$ cat config.mk
export PLATFORM = sky130hd
export DESIGN_NAME = card_cycle_gen
export DESIGN_NICKNAME = d
export VERILOG_FILES = /design/src/rtl/card_cycle_pkg.sv /design/src/rtl/card_phase_seq.sv /design/src/rtl/card_lane_map.sv /design/src/rtl/card_strobe_dec.sv /design/src/rtl/card_cycle_gen.sv
export SDC_FILE = /design/constraint.sdc
export NUM_CORES = 1
export LEC_CHECK = 0
export BUFFER_PORTS_ARGS = -buffer_cell sky130_fd_sc_hd__buf_4
export CAP_MARGIN = 20
export CELL_PAD_IN_SITES_DETAIL_PLACEMENT = 1
export CELL_PAD_IN_SITES_GLOBAL_PLACEMENT = 2
export CORE_UTILIZATION = 29
export CTS_BUF_LIST = sky130_fd_sc_hd__clkbuf_16
export CTS_CLUSTER_DIAMETER = 120
export DETAILED_ROUTE_END_ITERATION = 10
export PLACE_DENSITY_LB_ADDON = 0.05
export SLEW_MARGIN = 5
export SYNTH_ARGS = -nofsm -noshare
export SYNTH_HDL_FRONTEND = slang
export SYNTH_SLANG_ARGS = --single-unit
$ cat constraint.sdc
create_clock -name clk -period 3.2 [get_ports clk]
set_clock_uncertainty 0.2 [all_clocks]
set_input_delay 0.16 -clock clk [delete_from_list [all_inputs] [get_ports clk]]
set_output_delay 0.16 -clock clk [all_outputs]
set_load 0.02 [all_outputs]
$ cat src/rtl/card_cycle_pkg.sv
// Shared types for the card access cycle generator.
// Assumes: one access in flight at a time.
package card_cycle_pkg;

    // Phase of the card access in progress.
    typedef enum logic [2:0] {
        PH_IDLE   = 3'd0,
        PH_SETUP  = 3'd1,
        PH_STROBE = 3'd2,
        PH_HOLD   = 3'd3,
        PH_DONE   = 3'd4
    } phase_t;

    // Request attributes captured when a request is accepted.
    typedef struct packed {
        logic write;
        logic io;
        logic attr;
        logic word;
        logic bus16;
    } access_t;

endpackage

$ cat src/rtl/card_phase_seq.sv
// Phase sequencer: steps an accepted access through setup, strobe, hold and done.
// Assumes: start is raised only in PH_IDLE. Hold and wait lengths are
// captured at start. card_ready is sampled only once the wait count is spent.
module card_phase_seq
    import card_cycle_pkg::*;
#(
    parameter int SETUP_W = 4,
    parameter int HOLD_W  = 4,
    parameter int WAIT_W  = 7
) (
    input  logic               clk,
    input  logic               rst_n,
    input  logic               start,
    input  logic [SETUP_W-1:0] setup_len,
    input  logic [HOLD_W-1:0]  hold_len,
    input  logic [WAIT_W-1:0]  wait_len,
    input  logic               card_ready,
    output phase_t             phase,
    output logic               capture
);

    localparam int CNT_W = (WAIT_W > SETUP_W) ?
                           ((WAIT_W > HOLD_W) ? WAIT_W : HOLD_W) :
                           ((SETUP_W > HOLD_W) ? SETUP_W : HOLD_W);
    localparam logic [CNT_W-1:0] ONE = CNT_W'(1);

    phase_t             phase_q;
    logic [CNT_W-1:0]   cnt_q;
    logic [HOLD_W-1:0]  hold_q;
    logic [WAIT_W-1:0]  wait_q;

    // Step through the phases, counting down each phase's remaining cycles.
    always_ff @(posedge clk) begin
        if (!rst_n) begin
            phase_q <= PH_IDLE;
            cnt_q   <= '0;
            hold_q  <= '0;
            wait_q  <= '0;
        end else begin
            case (phase_q)
                PH_IDLE: begin
                    if (start) begin
                        hold_q <= hold_len;
                        wait_q <= wait_len;
                        if (setup_len != '0) begin
                            phase_q <= PH_SETUP;
                            cnt_q   <= CNT_W'(setup_len) - ONE;
                        end else begin
                            phase_q <= PH_STROBE;
                            cnt_q   <= CNT_W'(wait_len);
                        end
                    end
                end
                PH_SETUP: begin
                    if (cnt_q == '0) begin
                        phase_q <= PH_STROBE;
                        cnt_q   <= CNT_W'(wait_q);
                    end else begin
                        cnt_q <= cnt_q - ONE;
                    end
                end
                PH_STROBE: begin
                    if (cnt_q != '0) begin
                        cnt_q <= cnt_q - ONE;
                    end else if (card_ready) begin
                        if (hold_q != '0) begin
                            phase_q <= PH_HOLD;
                            cnt_q   <= CNT_W'(hold_q) - ONE;
                        end else begin
                            phase_q <= PH_DONE;
                        end
                    end
                end
                PH_HOLD: begin
                    if (cnt_q == '0) phase_q <= PH_DONE;
                    else             cnt_q   <= cnt_q - ONE;
                end
                default: phase_q <= PH_IDLE;
            endcase
        end
    end

    // Read data is taken on the edge that ends the strobe.
    always_comb capture = (phase_q == PH_STROBE) && (cnt_q == '0) && card_ready;

    assign phase = phase_q;

    // The strobe cannot end while wait cycles remain.
    assert_wait_kept_R3: assert property (@(posedge clk) disable iff (!rst_n)
        (phase_q == PH_STROBE && cnt_q != '0) |=> (phase_q == PH_STROBE));

    // A low ready at the end of the wait extends the strobe.
    assert_ready_stretch_R4: assert property (@(posedge clk) disable iff (!rst_n)
        (phase_q == PH_STROBE && !card_ready) |=> (phase_q == PH_STROBE));

    // The done phase lasts exactly one cycle.
    assert_done_single_R10: assert property (@(posedge clk) disable iff (!rst_n)
        (phase_q == PH_DONE) |=> (phase_q == PH_IDLE));

endmodule

$ cat src/rtl/card_lane_map.sv
// Byte lane steering: picks the card enables from port width, size and
// address bit 0, places write data on the right lanes and aligns read data.
// Assumes: a 16-bit card port made of two lanes, each LANE_W bits wide.
module card_lane_map #(
    parameter int LANE_W = 8
) (
    input  logic                bus16,
    input  logic                word,
    input  logic                addr_lsb,
    input  logic [2*LANE_W-1:0] wdata_in,
    input  logic [2*LANE_W-1:0] card_din,
    output logic                lo_en,
    output logic                hi_en,
    output logic [2*LANE_W-1:0] card_dout,
    output logic [2*LANE_W-1:0] rdata_out
);

    localparam int DATA_W = 2 * LANE_W;

    logic full_word;
    logic odd_byte;

    // Decode the access shape from port width and size.
    always_comb begin
        full_word = bus16 && word;
        odd_byte  = bus16 && !word && addr_lsb;
    end

    // Pick which card enables take part in the access.
    always_comb begin
        lo_en = full_word || !odd_byte;
        hi_en = full_word || odd_byte;
    end

    // Write data: a full word goes straight through; a byte is copied onto both lanes.
    always_comb begin
        if (full_word) card_dout = wdata_in;
        else           card_dout = {wdata_in[LANE_W-1:0], wdata_in[LANE_W-1:0]};
    end

    // Read data: a byte is moved down to the low lane and zero-extended.
    always_comb begin
        if (full_word)     rdata_out = card_din;
        else if (odd_byte) rdata_out = {{(DATA_W-LANE_W){1'b0}}, card_din[DATA_W-1:LANE_W]};
        else               rdata_out = {{(DATA_W-LANE_W){1'b0}}, card_din[LANE_W-1:0]};
    end

endmodule

$ cat src/rtl/card_strobe_dec.sv
// Strobe decode: turns phase and access kind into the active-low strobes
// and the register-space select.
// Assumes: active covers setup, strobe and hold; strobe is the strobe phase only.
module card_strobe_dec (
    input  logic active,
    input  logic strobe,
    input  logic write,
    input  logic io,
    input  logic attr,
    output logic oe_n,
    output logic we_n,
    output logic iord_n,
    output logic iowr_n,
    output logic reg_n
);

    // Pick the strobe pair by space and the strobe within it by direction.
    always_comb begin
        oe_n   = !(strobe && !io && !write);
        we_n   = !(strobe && !io &&  write);
        iord_n = !(strobe &&  io && !write);
        iowr_n = !(strobe &&  io &&  write);
    end

    // Register select covers the whole access window.
    always_comb reg_n = !(active && attr);

endmodule

$ cat src/rtl/card_cycle_gen.sv
// Card slot access cycle generator (top). Accepts one request at a time.
// Captures the request and its timing values, sequences setup, strobe and
// hold, and returns aligned read data with a one-cycle done pulse.
// Assumes: req_valid only matters while req_ready is high.
module card_cycle_gen
    import card_cycle_pkg::*;
#(
    parameter int ADDR_W        = 26,
    parameter int LANE_W        = 8,
    parameter int SETUP_W       = 4,
    parameter int HOLD_W        = 4,
    parameter int AREA_WAIT_W   = 4,
    parameter int CARD_WAIT_W   = 6,
    parameter int CARD_WAIT_MAX = 50
) (
    input  logic                   clk,
    input  logic                   rst_n,
    input  logic                   req_valid,
    output logic                   req_ready,
    input  logic                   req_write,
    input  logic                   req_io,
    input  logic                   req_attr,
    input  logic                   req_word,
    input  logic [ADDR_W-1:0]      req_addr,
    input  logic [2*LANE_W-1:0]    req_wdata,
    input  logic                   cfg_bus16,
    input  logic [SETUP_W-1:0]     cfg_setup,
    input  logic [HOLD_W-1:0]      cfg_hold,
    input  logic [AREA_WAIT_W-1:0] cfg_area_wait,
    input  logic [CARD_WAIT_W-1:0] cfg_card_wait,
    output logic                   rsp_done,
    output logic [2*LANE_W-1:0]    rsp_rdata,
    output logic [ADDR_W-1:0]      card_addr,
    output logic                   card_ce_lo_n,
    output logic                   card_ce_hi_n,
    output logic                   card_oe_n,
    output logic                   card_we_n,
    output logic                   card_iord_n,
    output logic                   card_iowr_n,
    output logic                   card_reg_n,
    output logic [2*LANE_W-1:0]    card_wdata,
    output logic                   card_wdata_oe,
    input  logic [2*LANE_W-1:0]    card_rdata,
    input  logic                   card_ready
);

    localparam int DATA_W   = 2 * LANE_W;
    localparam int WAIT_MAX = (2 ** AREA_WAIT_W) - 1 + CARD_WAIT_MAX;
    localparam int WAIT_W   = $clog2(WAIT_MAX + 1);
    localparam logic [CARD_WAIT_W-1:0] CARD_CAP = CARD_WAIT_W'(CARD_WAIT_MAX);

    phase_t              phase;
    logic                capture;
    logic                start;
    logic                active;
    logic                strobe;
    logic [WAIT_W-1:0]   wait_total;
    logic [CARD_WAIT_W-1:0] card_wait_eff;
    access_t             acc_q;
    logic [ADDR_W-1:0]   addr_q;
    logic [DATA_W-1:0]   wdata_q;
    logic [DATA_W-1:0]   rdata_q;
    logic                lo_en;
    logic                hi_en;
    logic [DATA_W-1:0]   rdata_aligned;

    // Accept a request only while idle.
    always_comb start = req_valid && (phase == PH_IDLE);

    // Total wait: the window count plus the card count, capped at its maximum.
    always_comb begin
        card_wait_eff = (cfg_card_wait > CARD_CAP) ? CARD_CAP : cfg_card_wait;
        wait_total    = WAIT_W'(cfg_area_wait) + WAIT_W'(card_wait_eff);
    end

    // Capture the request fields when a request is accepted.
    always_ff @(posedge clk) begin
        if (!rst_n) begin
            acc_q   <= '0;
            addr_q  <= '0;
            wdata_q <= '0;
        end else if (start) begin
            acc_q   <= '{write: req_write, io: req_io, attr: req_attr,
                         word: req_word, bus16: cfg_bus16};
            addr_q  <= req_addr;
            wdata_q <= req_wdata;
        end
    end

    // Keep the aligned read data taken on the edge that ends the strobe.
    always_ff @(posedge clk) begin
        if (!rst_n)       rdata_q <= '0;
        else if (capture) rdata_q <= rdata_aligned;
    end

    card_phase_seq #(
        .SETUP_W (SETUP_W),
        .HOLD_W  (HOLD_W),
        .WAIT_W  (WAIT_W)
    ) u_seq (
        .clk        (clk),
        .rst_n      (rst_n),
        .start      (start),
        .setup_len  (cfg_setup),
        .hold_len   (cfg_hold),
        .wait_len   (wait_total),
        .card_ready (card_ready),
        .phase      (phase),
        .capture    (capture)
    );

    card_lane_map #(
        .LANE_W (LANE_W)
    ) u_lanes (
        .bus16     (acc_q.bus16),
        .word      (acc_q.word),
        .addr_lsb  (addr_q[0]),
        .wdata_in  (wdata_q),
        .card_din  (card_rdata),
        .lo_en     (lo_en),
        .hi_en     (hi_en),
        .card_dout (card_wdata),
        .rdata_out (rdata_aligned)
    );

    // Decode the access window and the strobe phase.
    always_comb begin
        active = (phase == PH_SETUP) || (phase == PH_STROBE) || (phase == PH_HOLD);
        strobe = (phase == PH_STROBE);
    end

    card_strobe_dec u_strb (
        .active (active),
        .strobe (strobe),
        .write  (acc_q.write),
        .io     (acc_q.io),
        .attr   (acc_q.attr),
        .oe_n   (card_oe_n),
        .we_n   (card_we_n),
        .iord_n (card_iord_n),
        .iowr_n (card_iowr_n),
        .reg_n  (card_reg_n)
    );

    // Drive the card enables, address, data enable and the response.
    always_comb begin
        card_ce_lo_n  = !(active && lo_en);
        card_ce_hi_n  = !(active && hi_en);
        card_addr     = addr_q;
        card_wdata_oe = active && acc_q.write;
        req_ready     = (phase == PH_IDLE);
        rsp_done      = (phase == PH_DONE);
        rsp_rdata     = rdata_q;
    end

    // A strobe is always inside an enabled card window.
    assert_strobe_in_ce_R2: assert property (@(posedge clk) disable iff (!rst_n)
        (!card_oe_n || !card_we_n || !card_iord_n || !card_iowr_n)
        |-> !(card_ce_lo_n && card_ce_hi_n));

    // At most one of the four strobes is low.
    assert_one_strobe_R6: assert property (@(posedge clk) disable iff (!rst_n)
        $countones({~card_oe_n, ~card_we_n, ~card_iord_n, ~card_iowr_n}) <= 1);

    // The register select does not change inside an access window.
    assert_reg_steady_R7: assert property (@(posedge clk) disable iff (!rst_n)
        (active && $past(active)) |-> $stable(card_reg_n));

    // In 8-bit mode the high-lane enable stays inactive.
    assert_narrow_lo_R9: assert property (@(posedge clk) disable iff (!rst_n)
        !acc_q.bus16 |-> card_ce_hi_n);

    // The card enables are released while done is reported.
    assert_done_released_R10: assert property (@(posedge clk) disable iff (!rst_n)
        rsp_done |-> (card_ce_lo_n && card_ce_hi_n));

endmodule

# ---- Word-level counts from Yosys, hierarchy flattened
# Index checks and enable logic that the tools add are counted.
dict set report totals {
  elab_cells 89
  reg_bits 84
  output_inout_bits 68
  in_bits 85
}
dict set report op_classes {
  n_mux 20
  n_lt_le_gt_ge 1
  eq_ne 12
  add_sub_neg 4
  reduce_logical 40
}
# cell n
set ops {}
lappend ops {{$mux W7} 7}
lappend ops {{$mux W16} 2}
lappend ops {{$pmux W7 S4} 1}
lappend ops {{$mux W3} 6}
lappend ops {{$logic_and A1 B1 Y1} 16}
lappend ops {{$pmux W3 S4} 1}
lappend ops {{$reduce_bool A4 Y1} 3}
lappend ops {{$logic_not A1 Y1} 11}
lappend ops {{$reduce_and A5 Y1} 2}
lappend ops {{$sub A4 B1 Y5 const B} 2}
lappend ops {{$mux W8} 1}
lappend ops {{$add A4 B6 Y7} 1}
lappend ops {{$logic_not A7 Y1} 1}
lappend ops {{$reduce_bool A7 Y1} 1}
lappend ops {{$sub A7 B1 Y7 const B} 1}
lappend ops {{$eq A3 B2 Y1 const B} 2}
lappend ops {{$gt A6 B6 Y1 const B} 1}
lappend ops {{$mux W6} 1}
lappend ops {{$ne A2 B1 Y1 const B} 3}
lappend ops {{$ne A2 B2 Y1 const B} 3}
lappend ops {{$ne A3 B3 Y1 const B} 2}
lappend ops {{$logic_or A1 B1 Y1} 4}
lappend ops {{$eq A3 B1 Y1 const B} 1}
lappend ops {{$eq A3 B3 Y1 const B} 1}
lappend ops {{other kinds (3)} 3}

# ---- Logic depth before layout (Yosys ltp)
dict set report depth {
  depth_word 7
  mapped_depth 9
  mapped_depth_nobuf 9
}

# ---- Modules after synthesis
# A second synthesis with hierarchy kept.
dict set report hier_totals {
  cells_unflattened 522
  hier_area_um2 4475.5
}
# mod seq_area_each_um2 cells_per_inst instances area_each_um2
set modules_own_cells {}
lappend modules_own_cells {card_cycle_gen 1261.2 291 1 2592.5}
lappend modules_own_cells {card_phase_seq 420.4 188 1 1447.6}
lappend modules_own_cells {card_lane_map 0.0 38 1 402.9}
lappend modules_own_cells {card_strobe_dec 0.0 5 1 32.5}

# ---- Worst setup path before layout
# OpenSTA, ideal clock, no wires.
dict set report synth_path {
  path_kind {register -> register}
  start {reg u_seq.phase_q[1], in the netlist u_seq.phase[1]}
  end {reg u_seq.wait_q[3]}
  t_required_ps 2872
  path_buffers 3
  synth_period_minus_slack_ps 2199
  arrival_ps 1871
  path_stages_with_launch 8
  setup_slack_ps 1001
  setup_time_ps 128
  cell_sequence {dfxtp_1 buf_2 nor3_1 nand2_1 buf_2 clkbuf_1 a21oi_1 nor2_1}
}
dict set report synth_via {
  elab_chain_cells 3
}
# element line_no
set synth_lines {}
lappend synth_lines {{start, declared} card_phase_seq.sv:27} ;# phase_t phase_q;
lappend synth_lines {{start signal, assigned} card_phase_seq.sv:35} ;# phase_q <= PH_IDLE;
lappend synth_lines {{start signal, assigned} card_phase_seq.sv:46} ;# phase_q <= PH_SETUP;
lappend synth_lines {{start signal, assigned} card_phase_seq.sv:49} ;# phase_q <= PH_STROBE;
lappend synth_lines {{$logic_not A3 Y1 *} n/a}
lappend synth_lines {{net req_ready} card_cycle_gen.sv:19} ;# output logic req_ready,
lappend synth_lines {{$logic_and A1 B1 Y1} card_cycle_gen.sv:68} ;# always_comb start = req_valid && (phase == PH_IDLE);
lappend synth_lines {{$reduce_and A2 Y1 (no source line) *} n/a}
lappend synth_lines {{end signal, assigned} card_phase_seq.sv:44} ;# wait_q <= wait_len;
lappend synth_lines {{end, declared} card_phase_seq.sv:30} ;# logic [WAIT_W-1:0] wait_q;
# Mark *: on every way through the listed nets, which the timed path passes. The rest lies on a longest branch.
# A chain may end at the register's enable or synchronous reset.

# ---- Final worst setup path
dict set report layout_path {
  start {in cfg_card_wait[4]}
  end {reg u_seq.cnt_q[4]}
}
dict set report layout_via {
  elab_chain_cells 6
}
# element line_no
set layout_lines {}
lappend layout_lines {{start, declared} card_cycle_gen.sv:30} ;# input logic [CARD_WAIT_W-1:0] cfg_card_wait,
lappend layout_lines {{$gt A6 B6 Y1} card_cycle_gen.sv:72} ;# card_wait_eff = (cfg_card_wait > CARD_CAP) ? CARD_CAP : cfg_card_wait;
lappend layout_lines {{$mux W6 *} card_cycle_gen.sv:72}
lappend layout_lines {{$add A4 B6 Y7 *} card_cycle_gen.sv:73} ;# wait_total = WAIT_W'(cfg_area_wait) + WAIT_W'(card_wait_eff);
lappend layout_lines {{$mux W7 *} card_phase_seq.sv:45} ;# if (setup_len != '0) begin
lappend layout_lines {{$mux W7 *} card_phase_seq.sv:42} ;# if (start) begin
lappend layout_lines {{$pmux W7 S4 *} card_phase_seq.sv:40} ;# case (phase_q)
lappend layout_lines {{end signal, assigned} card_phase_seq.sv:47} ;# cnt_q <= CNT_W'(setup_len) - ONE;
lappend layout_lines {{end signal, assigned} card_phase_seq.sv:50} ;# cnt_q <= CNT_W'(wait_len);
lappend layout_lines {{end signal, assigned} card_phase_seq.sv:57} ;# cnt_q <= CNT_W'(wait_q);
lappend layout_lines {{end, declared} card_phase_seq.sv:28} ;# logic [CNT_W-1:0] cnt_q;
# Every way passes the cells marked *; elsewhere a longest branch is shown, timed or not. The select of a mux whose other input is x is not followed.

==> implementation parameters <==
Parameter                              Value

Outcome
  Status ... completed

Critical path
  Worst R2R Path Depth ... 7
  Setup CP Type ... input pin to flip-flop
  Launch point of the worst reg-to-reg path ... u_seq.cnt_q[0]
  Nature of the critical path startpoint ... input pin
  CP cell instances ... dlygate4sd3_1 > buf_4 > nand2_1 > o21a_1 > ha_1 > fa_1 > a21o_1 > a21oi_1 > xnor2_1 > a21oi_1 > o32ai_1
  Largest driver fanout on the critical path ... 6
  Type of destination of the critical path ... flip-flop
  Worst endpoint required time ... 3.26 ns
  Critical-path top delay cell ... dlygate4sd3_1
  Most frequent CP cell ... a21oi_1
  Delay of the slowest cell on the worst path ... roughly 0.53 ns
  RR Endpoint ... u_seq.phase[2]
  Crit path arrival time ... 2.81 ns
  Internal reg-to-reg setup slack ... 0.53 ns

CTS
  Number of buffers created by CTS ... 9
  Reg clk slew, reported paths ... 0.07 ns
  Clock Sink Count ... 84
  Clock Root Buffer ... clkbuf_16
  Count of H-tree levels built during CTS ... 3
  Clock latency at the later pin of the worst-skew pair ... ~0.34 ns
  Maximum buffer depth of the clock tree ... 2
  TritonCTS clock tree ... built

Detailed routing
  Drt first pass iters ... 4
  Routed wire length per instance ... ~16 um
  Iter 0 DRT Violations ... between 200 and 250
  Routed wire length ... around 15 mm
  DR vias ... 4417
  DRC viols ... 0
  Final antenna-violating net count ... 0
  Via density per instance ... ~4.8

Job
  Number of max-cap violations ... 0

Worst hold path
  Hold Startpoint ... card_rdata[4]
  End point of the most critical hold path ... rsp_rdata[4]
  Number of stages on the worst hold path ... 3
  Worst min path class ... input pin to flip-flop

Power
  Power share of the clock group ... about a fifth
  Reported net switching power ... 1.904 mW
  Worst supply voltage drop on vdd ... approximately 0.31 mV
  Relative contribution of sequential cells to total power ... a little under a third
  Leakage Power ... around 2.7 nW
  Internal power ... 2.671 mW
  Net switching fraction of the power ... a little over two fifths
  Share of power burned in combinational logic ... between 40 and 50%
  Cell area power density ... 718.1 nW/um2

Synthesis
  Proportion of netlist area held by the largest area contributor ... between 40% and 50%
  Number of warning messages in the yosys log ... 0
  Part of the Yosys area used for sequential elements ... between 40 and 50%
  Area of the mapped netlist ... between 4000 and 5000 um2
  Count of different cell masters after synthesis ... 61
  Number of synthesized flops with an enable pin ... 0
  Biggest area contributors in the synthesized netlist ... dfxtp_1 40%, nand2_1 12%, a21oi_1 9.4%
  Predominant post-synthesis flop cell ... dfxtp_1
  Synth async-reset ratio ... 0%
  Total of flip-flops plus latches after synthesis ... 84
  Syn Inst Count ... approximately 530
  Avg Synthesized Cell Area ... between 7 and 8 um2
  Leading area contributor after synthesis ... dfxtp_1
  Net count after synthesis ... between 600 and 700

Cells and area
  Final Net Count ... 822
  Layout-stage area growth over the synthesis result ... 52.64%
  Fraction of final layout cells with drive strength greater than 1 ... 27.01%
  Number of filler cells placed in the layout ... roughly 1700
  Number of antenna repair diodes ... 0

Global routing
  Pin count of the biggest net entering global routing ... 42
  Wire length of the first global-routing pass ... between 20 and 25 mm
  Total global routing track utilization ... 20.09%
  Overall overflow remaining after global route ... 0
  Number of antenna violations at the first check in global routing ... 0
  Number of global-route vias before repair ... between 4000 and 5000

Die
  Die outline height ... ~120 um
  Number of core rows ... 43
  DIE WIDTH ... 122.0 um
  Core box area ... about 14000 um2
  Number of placed I/O pins ... between 150 and 200
  Starting Density ... 29.95%
  Die area ... between 10000 and 15000 um2

STA
  Share of the cycle needed by the critical path after routing ... a little under nine tenths
  PnR worst setup slack ... 0.4490 ns
  Slew Limit Fails ... 0
  Post-route minimum period ... about 2.8 ns
  Worst slew margin ... approximately 44%
  Max Fclk ... approximately 360 MHz
  Number of endpoints failing setup at the final stage ... 0
  Setup repair after global routing missed its margin ... false
  Transition time at the pin with the least slew margin ... about 0.84 ns
  Final hold violation count ... 0
  Sum of negative setup slack ... 0 ns

Placed design
  Worst setup timing slack at the placement stage ... 0.6317 ns
  DPL Wire Length ... around 10 mm
  PortBufs ... around 150
  Routability-driven placement congestion ratio ... about 0.8
## registers in the layout (all words and copies together) (netlist names)
signal        count
acc_q             5
rsp_rdata        16
u_seq.hold_q      4
u_seq.wait_q      7
u_seq.phase       3
wdata_q          16
u_seq.cnt_q       7
card_addr        26
## worst max-delay path: cells and delay by family
family,cells,cell delay [ns]
xor+xnor,1,0.21
simple gates,1,0.13
fa+ha+maj,2,0.64
buf+inv,2,0.66
compound gates,5,1.02
## power groups by stage
| stage | Sequential [mW] | Clock [mW] | Combinational, mW |
|---|---|---|---|
| 6_report | 1.45 | 0.971 | 2.15 |
| 5_1_grt | 1.48 | 1.05 | 2.35 |
| 4_1_cts | 1.45 | 1.01 | 2.16 |
| 3_5_place_dp | 1.47 | 0 | 2.08 |
| 3_3_place_gp | 1.46 | 0 | 2.06 |
| 2_1_floorplan | 1.49 | 0 | 1.34 |
## area by class of cell
cell class,count,area [um2],area share [%]
clock buffer,9,225.2,3.535
tap,180,225.2,3.535
inverter,13,48.80,0.7659
timing repair buffer,233,1952,30.64
multi-input combinational,387,2197,34.49
sequential,84,1682,26.39
clock inverter,7,41.29,0.6481
## synth_stat cells (all sizes together) (3+ instances only)
cell type	number
a211oi	12
a21o	3
a21oi	78
a311oi	3
and2	7
buf	24
clkbuf	19
dfxtp	84
ha	8
inv	13
mux2	8
mux2i	10
nand2	133
nand2b	6
nand3	11
nand3b	4
nor2	24
nor2b	3
nor3	12
nor3b	5
o211ai	5
o21ai	10
o22ai	4
xnor2	6
## timing repair
item | in CTS | in global routing
hold buffers | 71 | 0
gates resized for setup | 0 | 0
endpoints found under the hold margin | 75 | 0
setup buffers | 0 | 0
## stage by stage
| step | total power [mW] | area (um2) | utilization [%] | instances | hold WS [ns] |
|---|---|---|---|---|---|
| after floorplan | 2.833 | 4174 | - | 527 | 0.09596 |
| after global placement | 3.515 | 5394 | 38.71 | 826 | 0.2076 |
| after detailed placement | 3.546 | 5394 | 38.71 | 826 | 0.2168 |
| after CTS | 4.618 | 6371 | 45.72 | 913 | 0.02892 |
| after global routing | 4.883 | 6371 | 45.72 | 913 | 0.02848 |
| final | 4.575 | 6371 | 45.72 | 913 | 0.03299 |
## worst max-delay path by stage
stage / slack (ns) / start / endpoint / cells after the start
after floorplan: 1.00 / u_seq.phase[1] / u_seq.wait_q[3] / 7
after global placement: 0.74 / cfg_card_wait[4] / u_seq.cnt_q[4] / 10
after detailed placement: 0.63 / cfg_card_wait[4] / u_seq.cnt_q[4] / 10
after CTS: 0.46 / cfg_card_wait[4] / u_seq.cnt_q[4] / 11
after global routing: 0.32 / cfg_card_wait[4] / u_seq.cnt_q[4] / 11
final: 0.45 / cfg_card_wait[4] / u_seq.cnt_q[4] / 11
## placed cells by master (no fill, tap or decap), types with 8 or more instances in the layout
cell type      count
a211oi_1           8
a21oi_1           78
buf_4            160
clkbuf_16          9
dfxtp_1           84
dlygate4sd3_1     71
ha_1               8
inv_1             12
mux2_2             8
mux2i_1           10
nand2_1          132
nand3_1           11
nor2_1            23
nor3_1            12
o21ai_0           10
## layer usage
layer | part of all wire (%) | GRT usage [%] | vias up
li1 | - | - | 2205
met1 | 45 | 23.71 | 2088
met2 | 48 | 34.50 | 107
met3 | 5.4 | 5.103 | 17
met4 | 1.8 | 8.025 | 0
met5 | 0 | 0 | -
## cell families after synthesis
kind of cell | after synthesis | share of synthesized area [%]
mux | 18 | 4.557
fa+ha+maj | 9 | 2.878
buf+inv | 56 | 7.164
simple gates | 216 | 23.14
compound gates | 137 | 20.50
flops | 84 | 40.29
xor+xnor | 7 | 1.469
(Power assumes the default switching activity.)
